## src/rtl/qpe_pkg.sv

```systemverilog
package qpe_pkg;

    typedef enum logic [1:0] {
        RES_NONE  = 2'd0,
        RES_ACK   = 2'd1,
        RES_NACK  = 2'd2,
        RES_STUCK = 2'd3
    } qpe_result_e;

    typedef enum logic [3:0] {
        S_IDLE,
        S_FREE_WAIT,
        S_BUF,
        S_HOLD,
        S_LO1,
        S_LO2,
        S_RISE,
        S_HIGH,
        S_STOP_LO,
        S_STOP_RISE,
        S_STOP_SU,
        S_STOP_BUF
    } qpe_state_e;

    typedef struct packed {
        logic [31:0] hold;
        logic [31:0] setup;
        logic [31:0] half_low;
        logic [31:0] high;
        logic [31:0] free;
    } qpe_timing_t;

    function automatic logic [31:0] ns_to_cycles(int unsigned ns, int unsigned clk_hz);
        logic [63:0] c;
        c = (64'(ns) * 64'(clk_hz)) / 64'd1000000000;
        if (c == 64'd0) c = 64'd1;
        return 32'(c);
    endfunction

    function automatic qpe_timing_t timing_for(logic fast, int unsigned clk_hz);
        qpe_timing_t t;
        if (fast) begin
            t.hold     = ns_to_cycles(600, clk_hz);
            t.setup    = ns_to_cycles(600, clk_hz);
            t.half_low = ns_to_cycles(650, clk_hz);
            t.high     = ns_to_cycles(600, clk_hz);
            t.free     = ns_to_cycles(1300, clk_hz);
        end else begin
            t.hold     = ns_to_cycles(4000, clk_hz);
            t.setup    = ns_to_cycles(4000, clk_hz);
            t.half_low = ns_to_cycles(2350, clk_hz);
            t.high     = ns_to_cycles(4000, clk_hz);
            t.free     = ns_to_cycles(4700, clk_hz);
        end
        return t;
    endfunction

endpackage

```

## src/rtl/qpe_pin_sync.sv

```systemverilog
module qpe_pin_sync #(
    parameter int unsigned STAGES = 2
) (
    input  logic clk_i,
    input  logic rst_i,
    input  logic pin_i,
    output logic pin_o
);
    logic [STAGES-1:0] ff_q;

    always_ff @(posedge clk_i) begin
        if (rst_i) ff_q <= '1;
        else       ff_q <= {ff_q[STAGES-2:0], pin_i};
    end

    assign pin_o = ff_q[STAGES-1];
endmodule

```

## src/rtl/qpe_timer.sv

```systemverilog
module qpe_timer #(
    parameter int unsigned W = 8
) (
    input  logic         clk_i,
    input  logic         rst_i,
    input  logic         load_i,
    input  logic [W-1:0] val_i,
    output logic         zero_o
);
    logic [W-1:0] cnt_q;

    always_ff @(posedge clk_i) begin
        if (rst_i)                cnt_q <= '0;
        else if (load_i)          cnt_q <= val_i;
        else if (cnt_q != '0)     cnt_q <= cnt_q - 1'b1;
    end

    assign zero_o = (cnt_q == '0);
endmodule

```

## src/rtl/qpe_stall_watch.sv

```systemverilog
module qpe_stall_watch #(
    parameter int unsigned TIMEOUT_CYC = 1000
) (
    input  logic clk_i,
    input  logic rst_i,
    input  logic arm_i,
    output logic stall_o
);
    localparam int unsigned WW = $clog2(TIMEOUT_CYC + 1);
    localparam logic [WW-1:0] LIMIT = WW'(TIMEOUT_CYC - 1);

    logic [WW-1:0] cnt_q;

    always_ff @(posedge clk_i) begin
        if (rst_i || !arm_i) cnt_q <= '0;
        else                 cnt_q <= cnt_q + 1'b1;
    end

    assign stall_o = arm_i && (cnt_q == LIMIT);
endmodule

```

## src/rtl/qpe_sequencer.sv

```systemverilog
module qpe_sequencer
    import qpe_pkg::*;
#(
    parameter int unsigned CLK_HZ = 50_000_000,
    parameter int unsigned TW     = 8
) (
    input  logic          clk_i,
    input  logic          rst_i,
    input  logic          start_i,
    input  logic [6:0]    addr_i,
    input  logic          rw_i,
    input  logic          fast_i,
    input  logic          sda_s_i,
    input  logic          scl_s_i,
    input  logic          tmr_zero_i,
    input  logic          stall_i,
    output logic          tmr_load_o,
    output logic [TW-1:0] tmr_val_o,
    output logic          watch_arm_o,
    output logic          sda_drive_o,
    output logic          scl_drive_o,
    output logic          busy_o,
    output logic          done_o,
    output qpe_result_e   result_o
);
    localparam qpe_timing_t T_STD  = timing_for(1'b0, CLK_HZ);
    localparam qpe_timing_t T_FAST = timing_for(1'b1, CLK_HZ);
    localparam logic [3:0]  ACK_SLOT = 4'd8;

    qpe_state_e  st_q, st_n;
    logic [8:0]  sh_q, sh_n;
    logic [3:0]  idx_q, idx_n;
    logic        fast_q, fast_n, ack_q, ack_n;
    logic        sda_q, sda_n, scl_q, scl_n, done_q, done_n;
    qpe_result_e res_q, res_n;
    qpe_timing_t tm;

    assign tm = fast_q ? T_FAST : T_STD;

    always_comb begin
        st_n = st_q;   sh_n = sh_q;   idx_n = idx_q;
        fast_n = fast_q; ack_n = ack_q;
        sda_n = sda_q; scl_n = scl_q;
        done_n = 1'b0; res_n = res_q;
        tmr_load_o = 1'b0;
        tmr_val_o  = '0;
        watch_arm_o = ((st_q == S_FREE_WAIT) && !(sda_s_i && scl_s_i)) ||
                      ((st_q == S_RISE || st_q == S_STOP_RISE) && !scl_s_i);
        case (st_q)
            S_IDLE: if (start_i) begin
                st_n = S_FREE_WAIT;
                fast_n = fast_i;
                sh_n = {addr_i, rw_i, 1'b1};
                idx_n = '0;
                sda_n = 1'b0; scl_n = 1'b0;
            end
            S_FREE_WAIT: if (sda_s_i && scl_s_i) begin
                st_n = S_BUF;
                tmr_load_o = 1'b1; tmr_val_o = TW'(tm.free - 32'd1);
            end
            S_BUF: if (tmr_zero_i) begin
                st_n = S_HOLD; sda_n = 1'b1;
                tmr_load_o = 1'b1; tmr_val_o = TW'(tm.hold - 32'd1);
            end
            S_HOLD: if (tmr_zero_i) begin
                st_n = S_LO1; scl_n = 1'b1;
                tmr_load_o = 1'b1; tmr_val_o = TW'(tm.half_low - 32'd1);
            end
            S_LO1: if (tmr_zero_i) begin
                st_n = S_LO2; sda_n = !sh_q[8];
                tmr_load_o = 1'b1; tmr_val_o = TW'(tm.half_low - 32'd1);
            end
            S_LO2: if (tmr_zero_i) begin
                st_n = S_RISE; scl_n = 1'b0;
            end
            S_RISE: if (scl_s_i) begin
                st_n = S_HIGH;
                if (idx_q == ACK_SLOT) ack_n = !sda_s_i;
                tmr_load_o = 1'b1; tmr_val_o = TW'(tm.high - 32'd1);
            end
            S_HIGH: if (tmr_zero_i) begin
                scl_n = 1'b1;
                tmr_load_o = 1'b1;
                if (idx_q == ACK_SLOT) begin
                    st_n = S_STOP_LO; sda_n = 1'b1;
                    tmr_val_o = TW'((tm.half_low << 1) - 32'd1);
                end else begin
                    st_n = S_LO1;
                    idx_n = idx_q + 4'd1;
                    sh_n = {sh_q[7:0], 1'b0};
                    tmr_val_o = TW'(tm.half_low - 32'd1);
                end
            end
            S_STOP_LO: if (tmr_zero_i) begin
                st_n = S_STOP_RISE; scl_n = 1'b0;
            end
            S_STOP_RISE: if (scl_s_i) begin
                st_n = S_STOP_SU;
                tmr_load_o = 1'b1; tmr_val_o = TW'(tm.setup - 32'd1);
            end
            S_STOP_SU: if (tmr_zero_i) begin
                st_n = S_STOP_BUF; sda_n = 1'b0;
                tmr_load_o = 1'b1; tmr_val_o = TW'(tm.free - 32'd1);
            end
            S_STOP_BUF: if (tmr_zero_i) begin
                st_n = S_IDLE; done_n = 1'b1;
                res_n = ack_q ? RES_ACK : RES_NACK;
            end
            default: st_n = S_IDLE;
        endcase
        if (stall_i) begin
            st_n = S_IDLE; sda_n = 1'b0; scl_n = 1'b0;
            done_n = 1'b1; res_n = RES_STUCK;
        end
    end

    always_ff @(posedge clk_i) begin
        if (rst_i) begin
            st_q <= S_IDLE; sh_q <= '0; idx_q <= '0;
            fast_q <= 1'b0; ack_q <= 1'b0;
            sda_q <= 1'b0; scl_q <= 1'b0;
            done_q <= 1'b0; res_q <= RES_NONE;
        end else begin
            st_q <= st_n; sh_q <= sh_n; idx_q <= idx_n;
            fast_q <= fast_n; ack_q <= ack_n;
            sda_q <= sda_n; scl_q <= scl_n;
            done_q <= done_n; res_q <= res_n;
        end
    end

    assign sda_drive_o = sda_q;
    assign scl_drive_o = scl_q;
    assign busy_o      = (st_q != S_IDLE);
    assign done_o      = done_q;
    assign result_o    = res_q;
endmodule

```

## src/rtl/quick_probe_engine.sv

```systemverilog
module quick_probe_engine
    import qpe_pkg::*;
#(
    parameter int unsigned CLK_HZ      = 50_000_000,
    parameter int unsigned TIMEOUT_CYC = CLK_HZ / 28,
    parameter int unsigned SYNC_STAGES = 2
) (
    input  logic       clk_i,
    input  logic       rst_i,
    input  logic       start_i,
    input  logic [6:0] addr_i,
    input  logic       rw_i,
    input  logic       fast_i,
    input  logic       sda_in_i,
    input  logic       scl_in_i,
    output logic       sda_drive_o,
    output logic       scl_drive_o,
    output logic       busy_o,
    output logic       done_o,
    output logic [1:0] result_o
);
    localparam int unsigned TW = $clog2(ns_to_cycles(4700, CLK_HZ) + 2);

    logic [1:0]    pin_raw, pin_sync;
    logic          tmr_load, tmr_zero, watch_arm, stall;
    logic [TW-1:0] tmr_val;
    qpe_result_e   res;

    assign pin_raw = {scl_in_i, sda_in_i};

    for (genvar g = 0; g < 2; g++) begin : g_sync
        qpe_pin_sync #(.STAGES(SYNC_STAGES)) u_sync (
            .clk_i (clk_i),
            .rst_i (rst_i),
            .pin_i (pin_raw[g]),
            .pin_o (pin_sync[g])
        );
    end

    qpe_timer #(.W(TW)) u_timer (
        .clk_i  (clk_i),
        .rst_i  (rst_i),
        .load_i (tmr_load),
        .val_i  (tmr_val),
        .zero_o (tmr_zero)
    );

    qpe_stall_watch #(.TIMEOUT_CYC(TIMEOUT_CYC)) u_watch (
        .clk_i   (clk_i),
        .rst_i   (rst_i),
        .arm_i   (watch_arm),
        .stall_o (stall)
    );

    qpe_sequencer #(.CLK_HZ(CLK_HZ), .TW(TW)) u_seq (
        .clk_i       (clk_i),
        .rst_i       (rst_i),
        .start_i     (start_i),
        .addr_i      (addr_i),
        .rw_i        (rw_i),
        .fast_i      (fast_i),
        .sda_s_i     (pin_sync[0]),
        .scl_s_i     (pin_sync[1]),
        .tmr_zero_i  (tmr_zero),
        .stall_i     (stall),
        .tmr_load_o  (tmr_load),
        .tmr_val_o   (tmr_val),
        .watch_arm_o (watch_arm),
        .sda_drive_o (sda_drive_o),
        .scl_drive_o (scl_drive_o),
        .busy_o      (busy_o),
        .done_o      (done_o),
        .result_o    (res)
    );

    assign result_o = res;
endmodule

```

## config.mk

```make
export PLATFORM = sky130hd
export DESIGN_NAME = quick_probe_engine
export DESIGN_NICKNAME = d
export VERILOG_FILES = /design/src/rtl/qpe_pkg.sv /design/src/rtl/qpe_pin_sync.sv /design/src/rtl/qpe_timer.sv /design/src/rtl/qpe_stall_watch.sv /design/src/rtl/qpe_sequencer.sv /design/src/rtl/quick_probe_engine.sv
export SDC_FILE = /design/constraint.sdc
export NUM_CORES = 1
export LEC_CHECK = 0
export BUFFER_PORTS_ARGS = -buffer_cell sky130_fd_sc_hd__buf_4
export CORE_MARGIN = 2
export CORE_UTILIZATION = 60
export CTS_CLUSTER_DIAMETER = 120
export DETAILED_ROUTE_END_ITERATION = 8
export PLACE_DENSITY_LB_ADDON = 0.25
export SYNTH_ARGS = -nofsm -noshare
export SYNTH_HDL_FRONTEND = slang
export SYNTH_HIERARCHICAL = 1
export SYNTH_SLANG_ARGS = --single-unit
```

## constraint.sdc

```tcl
create_clock -name clk_i -period 3.45 [get_ports clk_i]
set_clock_uncertainty 0.15 [all_clocks]
set_input_delay 0.1725 -clock clk_i [delete_from_list [all_inputs] [get_ports clk_i]]
set_output_delay 0.1725 -clock clk_i [all_outputs]
set_load 0.005 [all_outputs]
```

# Word-level counts from Yosys, hierarchy flattened
# Index checks and enable logic that the tools add are counted.
dict set report classes {
  reduce_logical 35
  order_cmp 0
  n_shift 0
  bitwise 0
  n_eq_ne 29
  mux 52
  n_addsub 9
  n_div 0
  multipliers 0
}
# operator count
set op_table {}
lappend op_table {{$mux 136} 1}
lappend op_table {{$mux 8} 10}
lappend op_table {{$mux 4} 16}
lappend op_table {{$pmux 8 s7} 1}
lappend op_table {{$sub 8x1->8 const B} 7}
lappend op_table {{$pmux 4 s12} 1}
lappend op_table {{$mux 9} 3}
lappend op_table {{$ne 2x2->1 const B} 13}
lappend op_table {{$add 21x1->21 const B} 1}
lappend op_table {{$eq 21x21->1 const B} 1}
lappend op_table {{$eq 4x4->1 const B} 5}
lappend op_table {{$pmux 9 s2} 1}
lappend op_table {{$eq 4x3->1 const B} 4}
lappend op_table {{$reduce_and 12->1} 1}
lappend op_table {{$mux 1} 11}
lappend op_table {{$reduce_or 2->1} 5}
lappend op_table {{$eq 4x2->1 const B} 2}
lappend op_table {{$logic_not 8->1} 1}
lappend op_table {{$mux 2} 4}
lappend op_table {{$pmux 4 s2} 1}
lappend op_table {{$reduce_and 4->1} 2}
lappend op_table {{$reduce_bool 2->1} 4}
lappend op_table {{$reduce_bool 8->1} 1}
lappend op_table {{$reduce_and 7->1} 1}
lappend op_table {{other kinds (15)} 28}
dict set report word_totals {
  inputBits 14
  latchBits 0
  mem_bits_rw 0
  memories 0
  elab_cells 138
  reg_bits 57
  out_inout_bits 6
  romBits 0
}

# Logic depth before layout (Yosys ltp)
# Gate-level depths: netlist of the first run.
dict set report logic_depth {
  depth_word 7
  mapped_depth 12
  ltp_nobuf 10
}

# Cells and area by module
# Netlist of the first run, hierarchy kept.
# mod n_inst area_per_inst_um2 cells_per_inst seq_area_each_um2
set modules_own_cells {}
lappend modules_own_cells {qpe_sequencer 1 1615.3 214 480.5}
lappend modules_own_cells {qpe_stall_watch 1 994.7 113 420.4}
lappend modules_own_cells {qpe_timer 1 475.5 53 160.2}
lappend modules_own_cells {qpe_pin_sync 2 52.6 4 40.0}

# Least setup slack after synthesis of the first run
# No wires, ideal clock.
dict set report synth_path {
  path_type {register -> register}
  from {reg u_timer.cnt_q[3]}
  to {reg u_seq.st_q[3]}
  required_time_ns 3.152
  path_stages_with_launch 11
  t_arrival_ns 2.249
  synth_period_minus_slack_ns 2.547
  setup_ns 0.148
  path_slack_ns 0.903
  path_buffers 3
  path_cell_list {dfxtp_1 -> nor4_4 -> and4bb_1 -> buf_6 -> clkbuf_8 -> inv_1 -> and3_1 -> or4_4 -> buf_6 -> o211ai_1 -> o31ai_1}
}
dict set report synth_between {
  elab_chain_len 3
  elab_cells_between_ends 10
  classes_between {8 x eq/ne; 2 x reduce/logical}
}
# item line
set synth_lines {}
lappend synth_lines {{start: declaration} qpe_timer.sv:10} ;# logic [W-1:0] cnt_q;
lappend synth_lines {{start signal: assignment} qpe_timer.sv:14} ;# else if (load_i) cnt_q <= val_i;
lappend synth_lines {{start signal: assignment} qpe_timer.sv:15} ;# else if (cnt_q != '0) cnt_q <= cnt_q - 1'b1;
lappend synth_lines {{$logic_not 8->1 *} qpe_timer.sv:18} ;# assign zero_o = (cnt_q == '0);
lappend synth_lines {{net tmr_zero} quick_probe_engine.sv:25} ;# logic tmr_load, tmr_zero, watch_arm, stall;
lappend synth_lines {{$ne 2x2->1 (no line)} -}
lappend synth_lines {{$reduce_and 12->1 (no line) *} -}
lappend synth_lines {{end signal: assignment} qpe_sequencer.sv:124} ;# st_q <= st_n; sh_q <= sh_n; idx_q <= idx_n;
lappend synth_lines {{end: declaration} qpe_sequencer.sv:30} ;# qpe_state_e st_q, st_n;
# Mark *: on every way through the listed nets, which the timed path passes. The rest lies on a longest branch.
# A chain may end at the register's enable or synchronous reset.

# Worst setup path after layout of the first run
dict set report layout_path {
  from {reg u_timer.cnt_q[3]}
  to {reg u_seq.sh_q[1]}
}
dict set report layout_between {
  elab_chain_len 3
}
# item line
set layout_lines {}
lappend layout_lines {{$logic_not 8->1} qpe_timer.sv:18}
lappend layout_lines {{net tmr_zero} quick_probe_engine.sv:25}
lappend layout_lines {{$ne 2x2->1 (no line)} -}
lappend layout_lines {{$reduce_and 4->1 (no line)} -}
lappend layout_lines {{end signal: assignment} qpe_sequencer.sv:124}
lappend layout_lines {{end: declaration} qpe_sequencer.sv:31} ;# logic [8:0] sh_q, sh_n;
# The timed path passes the listed nets, and every way through them passes these cells.

==> insert_results.sql, run 1 <==
INSERT INTO impl_metrics (metric_group, metric, value, unit) VALUES
('place', 'place_congestion', '0.8839', ''),
('floorplan', 'coreArea', '5107', 'um^2'),
('logic_synthesis', 'synth_fp_nets', '407', ''),
('final_layout', 'finish.net_count', '432', ''),
('floorplan', 'die_area', '5917', 'um^2'),
('logic_synthesis', 'post_synth_num_cell_types', '68', ''),
('global_routing', 'grt_antenna_before_repair', '0', ''),
('route', 'vias_per_cell', '5.953', ''),
('final_layout', 'antenna-diode-count', '0', ''),
('worst_setup_path', 'reg2reg_setup_slack', '0.54', 'ns'),
('global_routing', 'largest_net_degree_at_the_start_of_global_routing', '39', ''),
('worst_setup_path', 'max_stage_delay', '0.50', 'ns'),
('worst_setup_path', 'worst_path_max_delay_cell', 'and4bb_1', ''),
('sta', 'unrepaired_setup_endpoints_after_global_routing', 'no', ''),
('power', 'overall_power_consumption', '2.207', 'mW'),
('logic_synthesis', 'synth.yosys.seq_area_share', '0.3576', ''),
('final_layout', 'ff_latch_area', '1141', 'um^2'),
('logic_synthesis', 'most_instantiated_library_cell_after_synthesis', 'dfxtp_1', ''),
('global_routing', 'globalRouteOverflowTotal', '0', ''),
('global_routing', 'grt_pass1_wl', '11.76', 'mm'),
('power', 'share_seq_of_total_power', '0.383', ''),
('route', 'drc', '0', ''),
('global_routing', 'grt_use_total', '0.2458', ''),
('place', 'numPortBuffers', '19', ''),
('status', 'status', 'complete, no violations', ''),
('global_routing', 'grt_pass1_vias', '2639', ''),
('sta', 'holdWs', '0.09615', 'ns'),
('power', 'cellPowerDensity', '613.2', 'nW/um^2'),
('floorplan', 'die_h', '76.92', 'um'),
('logic_synthesis', 'postSynth.topFlopCell', 'dfxtp_1', ''),
('clocking', 'cts.root.buffer_cell', 'clkbuf_8', ''),
('power', 'power.switching_fraction', '0.3561', ''),
('worst_setup_path', 'critPathArrivalTime', '3.00', 'ns'),
('sta', 'timing.setup.tns', '0', 'ns'),
('logic_synthesis', 'total_of_warnings_raised_by_yosys', '6', ''),
('clocking', 'cts_tree', 'done', ''),
('sta', 'finalSetupViolations', '0', ''),
('route', 'vias', '2905', ''),
('worst_setup_path', 'crit_type', 'flop to flop', ''),
('power', 'switchingPower', '0.7860', 'mW'),
('sta', 'final_hold_viol_count', '0', ''),
('logic_synthesis', 'yosys-top-cells-count', '57 x dfxtp_1, 46 x nand2_1, 43 x nor2_1', ''),
('logic_synthesis', 'asyncSetResetFlopFracSynth', '0', ''),
('logic_synthesis', 'ranking_of_synthesized_cells_by_area', 'dfxtp_1 36%, nand2_1 5.4%, nor2_1 5.1%, a21oi_1 4.1%, o21ai_0 2.8%', ''),
('logic_synthesis', 'synth.ff_latch_count', '57', ''),
('final_layout', 'layout.filler_cells', '422', ''),
('worst_setup_path', 'worstPathCellList', 'nor4_4, and4bb_1, inv_1, nor3_2, or2_1, nor2_1, a311oi_1', ''),
('place', 'dpl.hpwl', '4.658', 'mm'),
('worst_setup_path', 'cp.required', '3.54', 'ns'),
('final_layout', 'synthToLayoutAreaGrowth', '12.82', '%'),
('clocking', 'ctsResizeCount', '0', ''),
('logic_synthesis', 'synthesis.instances', '388', ''),
('route', 'drt-wirelength-per-cell', '14.59', 'um'),
('worst_setup_path', 'critical_path_end_type', 'flop', ''),
('worst_setup_path', 'crit_buf_inv', '1', ''),
('logic_synthesis', 'synth.cell_area', '3191', 'um^2'),
('clocking', 'clock_insertion_delay_worst_skew', '0.33', 'ns'),
('logic_synthesis', 'synthDominantCellAreaShare', '0.3576', ''),
('floorplan', 'ios', '20', ''),
('floorplan', 'die-width', '76.92', 'um'),
('sta', 'max_clock_freq', '343.4', 'MHz'),
('sta', 'finalMaxSlewViolations', '0', ''),
('route', 'finalWirelength', '7.118', 'mm'),
('route', 'drt_pass1_iterations', '5', ''),
('route', 'count_of_nets_left_with_antenna_violations_after_detail_routing', '0', ''),
('power', 'cellLeakagePower', '1.267', 'nW'),
('worst_setup_path', 'crit_path_max_fanout', '17', ''),
('power', 'max-vdd-ir-drop', '396.9', 'uV'),
('power', 'power_frac_comb', '0.345', ''),
('logic_synthesis', 'syn_area_per_cell', '8.223', 'um^2'),
('final_layout', 'post_route_cells_drive_above_1_share', '0.1483', '');
[final cells by class]
type,instances,area share
clock inverter,5,0.01564
clock buffer,11,0.03650
multi-input combinational,297,0.5113
tap,70,0.02433
timing repair buffer,36,0.08273
sequential,57,0.3170
inverter,12,0.01251
[repair_timing]
item                      in CTS  in global routing
buffers inserted               0                  0
hold buffers                  11                  0
hold endpoints to repair      11                  0
[path summary, 6_finish.rpt]
check | start | end | cells after the start
setup / recovery | u_timer/cnt_q[3]$_SDFFE_PP0P_ | u_seq/sh_q[1]$_SDFFE_PP0P_ | 7
hold / removal | rst_i | u_seq/fast_q$_SDFFE_PP0P_ | 2
setup reg to reg | u_timer/cnt_q[3]$_SDFFE_PP0P_ | u_seq/sh_q[1]$_SDFFE_PP0P_ | 7
hold reg to reg | g_sync[1].u_sync/ff_q[0]$_SDFF_PP1_ | g_sync[1].u_sync/ff_q[1]$_SDFF_PP1_ | 1
[flip-flops by register name, indices dropped and copies added (netlist names)]
name	flops
g_sync.u_sync/ff_q	4
u_seq/ack_q	1
u_seq/done_o	1
u_seq/fast_q	1
u_seq/idx_q	4
u_seq/result_o	2
u_seq/scl_drive_o	1
u_seq/sda_drive_o	1
u_seq/sh_q	9
u_seq/st_q	4
u_timer/cnt_q	8
u_watch/cnt_q	21
[through the flow]
stage	instance area, um^2	std cells	util	setup slack [ns]
2_1_floorplan	3191	388	-	0.9027
3_3_place_gp	3302	461	0.6465	0.7467
3_5_place_dp	3302	461	0.6465	0.5939
4_1_cts	3600	488	0.7048	0.5561
5_1_grt	3600	488	0.7048	0.2743
6_report	3600	488	0.7048	0.5376
[power groups by stage]
stage / sequential, mW / clock, mW / combinational [mW]
after floorplan: 0.812 / 0 / 0.699
after global placement: 0.852 / 0 / 0.724
after detailed placement: 0.855 / 0 / 0.742
after CTS: 0.841 / 0.612 / 0.755
after global routing: 0.857 / 0.642 / 0.848
final: 0.845 / 0.599 / 0.763
[cells in the final DEF, fill, tap and decap left out, drive strengths merged, types with 7 or more instances in the layout]
cell	count
dfxtp	57
buf	25
dlygate4sd3	11
nand2	46
o21ai	20
or3	10
inv	12
xnor2	9
or2	7
nor3	19
nand3	11
a21oi	26
a311oi	9
nor2	44
clkbuf	11
or4	8
[per-layer routing]
metal,vias to the layer above,global-route usage,part of all wire
li1,1448,-,-
met1,1345,0.3013,0.44
met2,94,0.4061,0.48
met3,18,0.06235,0.052
met4,0,0.1091,0.024
met5,-,0,0
[logic make-up after synthesis]
| kind of cell | count (synthesis) | synth area share |
|---|---|---|
| adders and majority gates | 5 | 0.01961 |
| xor gates and xnor gates | 14 | 0.03843 |
| and+or+nand+nor | 184 | 0.3173 |
| DFF | 57 | 0.3576 |
| muxes | 6 | 0.01882 |
| buffers and inverters | 34 | 0.06548 |
| AOI/OAI and AO/OA | 88 | 0.1827 |
(Power assumes the default switching activity.)
==> inputs of run 2 (changes only) <==
--- a/config.mk
+++ b/config.mk
@@ -7,7 +7,7 @@
 export LEC_CHECK = 0
 export BUFFER_PORTS_ARGS = -buffer_cell sky130_fd_sc_hd__buf_4
 export CORE_MARGIN = 2
-export CORE_UTILIZATION = 60
+export CORE_UTILIZATION = 55
 export CTS_CLUSTER_DIAMETER = 120
 export DETAILED_ROUTE_END_ITERATION = 8
 export PLACE_DENSITY_LB_ADDON = 0.25
==> constraint.sdc (replaced) <==
create_clock -name clk_i -period 2.6 [get_ports clk_i]
set_clock_uncertainty 0.15 [all_clocks]
set_input_delay 0.13 -clock clk_i [delete_from_list [all_inputs] [get_ports clk_i]]
set_output_delay 0.13 -clock clk_i [all_outputs]
set_load 0.005 [all_outputs]
==> run 2 against run 1 <==
Net effect:
- sequential cell count stayed put
- utilization decreased by 3.5 points
- clock power rose by 54%
- critical path type unchanged
==> insert_results.sql, run 2 (same netlist as run 1, synthesis figures left out) <==
INSERT INTO impl_metrics (metric_group, metric, value, unit) VALUES
('status', 'status', 'complete, no violations', ''),
('clocking', 'cts.clk_slew.worst_paths', '0.07', 'ns'),
('global_routing', 'grt_pass1_vias', '2698', ''),
('floorplan', 'die_h', '80.17', 'um'),
('route', 'vias', '2928', ''),
('global_routing', 'grt_pass1_wl', '12.31', 'mm'),
('final_layout', 'commonest_non_fill_non_tap_cells_in_the_layout', '57 x dfxtp_1, 46 x nand2_1, 43 x nor2_1', ''),
('global_routing', 'grt_use_total', '0.2457', ''),
('place', 'numPortBuffers', '19', ''),
('worst_setup_path', 'critPathArrivalTime', '2.57', 'ns'),
('route', 'drt-wirelength-per-cell', '14.89', 'um'),
('route', 'vias_per_cell', '5.856', ''),
('final_layout', 'largest_reg_flops', '21', ''),
('place', 'place_congestion', '0.8780', ''),
('place', 'dpl.hpwl', '5.044', 'mm'),
('floorplan', 'ios', '20', ''),
('final_layout', 'biggestRegsByFlops', 'u_watch/cnt_q: 21 flops, u_seq/sh_q: 9 flops, u_timer/cnt_q: 8 flops', ''),
('sta', 'tightest_slew', '0.3992', 'ns'),
('power', 'cellPowerDensity', '848.1', 'nW/um^2'),
('worst_setup_path', 'worstPathCellList', 'nor4_4, and4bb_1, buf_4, mux2i_1, o21ai_0, buf_4, nor3_1, a21oi_1, inv_1, a21oi_1, o21a_1', ''),
('power', 'power_report.internal_total', '2.043', 'mW'),
('power', 'share_seq_of_total_power', '0.348', ''),
('clocking', 'cts.root.buffer_cell', 'clkbuf_8', ''),
('worst_setup_path', 'r2r-end', 'u_timer/cnt_q[1]$_SDFFE_PP0P_', ''),
('worst_setup_path', 'reg2reg_setup_slack', '0.17', 'ns'),
('clocking', 'clk_path_buf_depth', '2', ''),
('sta', 'finalCritPeriodShare', '0.9339', ''),
('sta', 'finalMaxSlewViolations', '0', ''),
('worst_setup_path', 'timing.critical_path.from_type', 'flop', ''),
('worst_setup_path', 'max_stage_delay', '0.37', 'ns'),
('final_layout', 'final_common_cell', 'dfxtp_1', ''),
('route', 'drc', '0', ''),
('final_layout', 'finish.net_count', '442', ''),
('final_layout', 'post_route_cells_drive_above_1_share', '0.1752', ''),
('route', 'dr.first_iter.drc_count', '247', ''),
('worst_setup_path', 'worst_path_max_delay_cell', 'dfxtp_1', ''),
('floorplan', 'initial_utilization', '0.5759', ''),
('clocking', 'clock_insertion_delay_worst_skew', '0.34', 'ns'),
('global_routing', 'grt_antenna_before_repair', '0', ''),
('power', 'max-vdd-ir-drop', '717.0', 'uV'),
('global_routing', 'largest_net_degree_at_the_start_of_global_routing', '39', ''),
('sta', 'relSlewSlack', '0.7339', ''),
('worst_setup_path', 'cp.required', '2.74', 'ns'),
('clocking', 'tritoncts_num_sinks', '57', ''),
('global_routing', 'globalRouteOverflowTotal', '0', ''),
('route', 'finalWirelength', '7.446', 'mm'),
('worst_setup_path', 'critical_path_end_type', 'flop', ''),
('hold_path', 'timing.hold.worst_path_depth', '2', ''),
('sta', 'finalSetupViolations', '0', ''),
('clocking', 'cts_tree', 'done', ''),
('sta', 'timing.setup.tns', '0', 'ns'),
('sta', 'final_hold_viol_count', '0', ''),
('hold_path', 'worstHoldStart', 'rst_i', ''),
('sta', 'holdWs', '0.06525', 'ns'),
('power', 'power_frac_comb', '0.359', ''),
('final_layout', 'registers.top_by_ff_count', 'u_watch/cnt_q', ''),
('final_layout', 'fin_cells', '500', ''),
('place', 'placed_cells_incl_taps', '471', ''),
('clocking', 'cts_htree_levels', '3', ''),
('route', 'count_of_nets_left_with_antenna_violations_after_detail_routing', '0', ''),
('worst_setup_path', 'rr_worst_depth', '11', ''),
('sta', 'period_needed', '2.428', 'ns'),
('floorplan', 'die-width', '80.17', 'um'),
('run', 'max_cap_violations', '0', ''),
('hold_path', 'worst_hold_endpoint', 'u_seq/fast_q$_SDFFE_PP0P_', ''),
('floorplan', 'coreArea', '5540', 'um^2'),
('hold_path', 'min_path_type', 'input pin to flop', ''),
('worst_setup_path', 'crit_type', 'flop to flop', ''),
('floorplan', 'fp-row-count', '27', ''),
('power', 'clock_power_share', '0.293', ''),
('worst_setup_path', 'worst_r2r_startpoint', 'u_timer/cnt_q[2]$_SDFFE_PP0P_', ''),
('worst_setup_path', 'crit_path_max_fanout', '16', ''),
('power', 'cellLeakagePower', '1.332', 'nW'),
('final_layout', 'synthToLayoutAreaGrowth', '16.27', '%'),
('power', 'switchingPower', '1.103', 'mW'),
('route', 'drt_pass1_iterations', '4', ''),
('floorplan', 'die_area', '6426', 'um^2'),
('power', 'power.switching_fraction', '0.3506', ''),
('sta', 'max_clock_freq', '411.9', 'MHz'),
('final_layout', 'antenna-diode-count', '0', ''),
('clocking', 'cts_inserted_buffers', '9', '');
[run 2: area by class of cell]
class / count / area [um^2]
Tap cell: 72 / 90.09
Fill cell: 477 / 1831
Inverter: 12 / 45.04
Sequential cell: 57 / 1141
Clock inverter: 7 / 95.09
Multi-Input combinational cell: 297 / 1842
Timing Repair Buffer: 46 / 372.9
Clock buffer: 9 / 123.9
[run 2: power groups by stage]
stage	Clock (mW)	Combinational [mW]	Sequential (mW)
global placement	0	1.04	1.11
global route	0.971	1.26	1.11
CTS	0.929	1.09	1.09
detailed placement	0	1.07	1.11
finish	0.921	1.13	1.10
floorplan	0	0.928	1.08
[run 2: routing by layer]
metal  track usage  vias up  wire length, um
met5             0        -                0
met4        0.1136        0              168
met3       0.04045       14              285
met2        0.3867       72             3388
met1        0.3287     1374             3603
li1              -     1468                -
[run 2: how the worst max path moves through the flow]
stage                                              from                             to  slack, ns  cells past startpoint
after global routing      u_timer/cnt_q[2]$_SDFFE_PP0P_  u_timer/cnt_q[3]$_SDFFE_PP0P_      -0.02                     10
after floorplan           u_timer/cnt_q[3]$_SDFFE_PP0P_     u_seq/st_q[3]$_SDFFE_PP0P_       0.05                     10
after global placement    u_timer/cnt_q[0]$_SDFFE_PP0P_  u_timer/cnt_q[3]$_SDFFE_PP0P_       0.25                      8
after CTS                 u_timer/cnt_q[0]$_SDFFE_PP0P_  u_timer/cnt_q[3]$_SDFFE_PP0P_       0.16                      8
after detailed placement  u_timer/cnt_q[0]$_SDFFE_PP0P_  u_timer/cnt_q[3]$_SDFFE_PP0P_       0.19                      8
final                     u_timer/cnt_q[2]$_SDFFE_PP0P_  u_timer/cnt_q[1]$_SDFFE_PP0P_       0.17                     11
[run 2: worst max-delay path, delay by kind of cell (launching register included)]
kind,cells,cell delay (ns)
AO/OA/AOI/OAI,4,0.61
multiplexers,1,0.09
flip-flops,1,0.37
buffers and inverters,3,0.45
AND/OR/NAND/NOR,3,0.71
[run 2: stage by stage]
stage	util	worst slack, ns	instance area (um^2)	total power [mW]
2_1_floorplan	-	0.05269	3191	2.005
3_3_place_gp	0.6073	0.2481	3364	2.152
3_5_place_dp	0.6073	0.1884	3364	2.182
4_1_cts	0.6667	0.1649	3694	3.110
5_1_grt	0.6696	-0.01996	3710	3.340
6_report	0.6696	0.1719	3710	3.146
[run 2: repair_timing]
item                       CTS  global route
hold buffers                11             0
hold endpoints to repair    11             0
buffers inserted             0             2
gates resized for setup      0             1
setup endpoints to repair    0             3
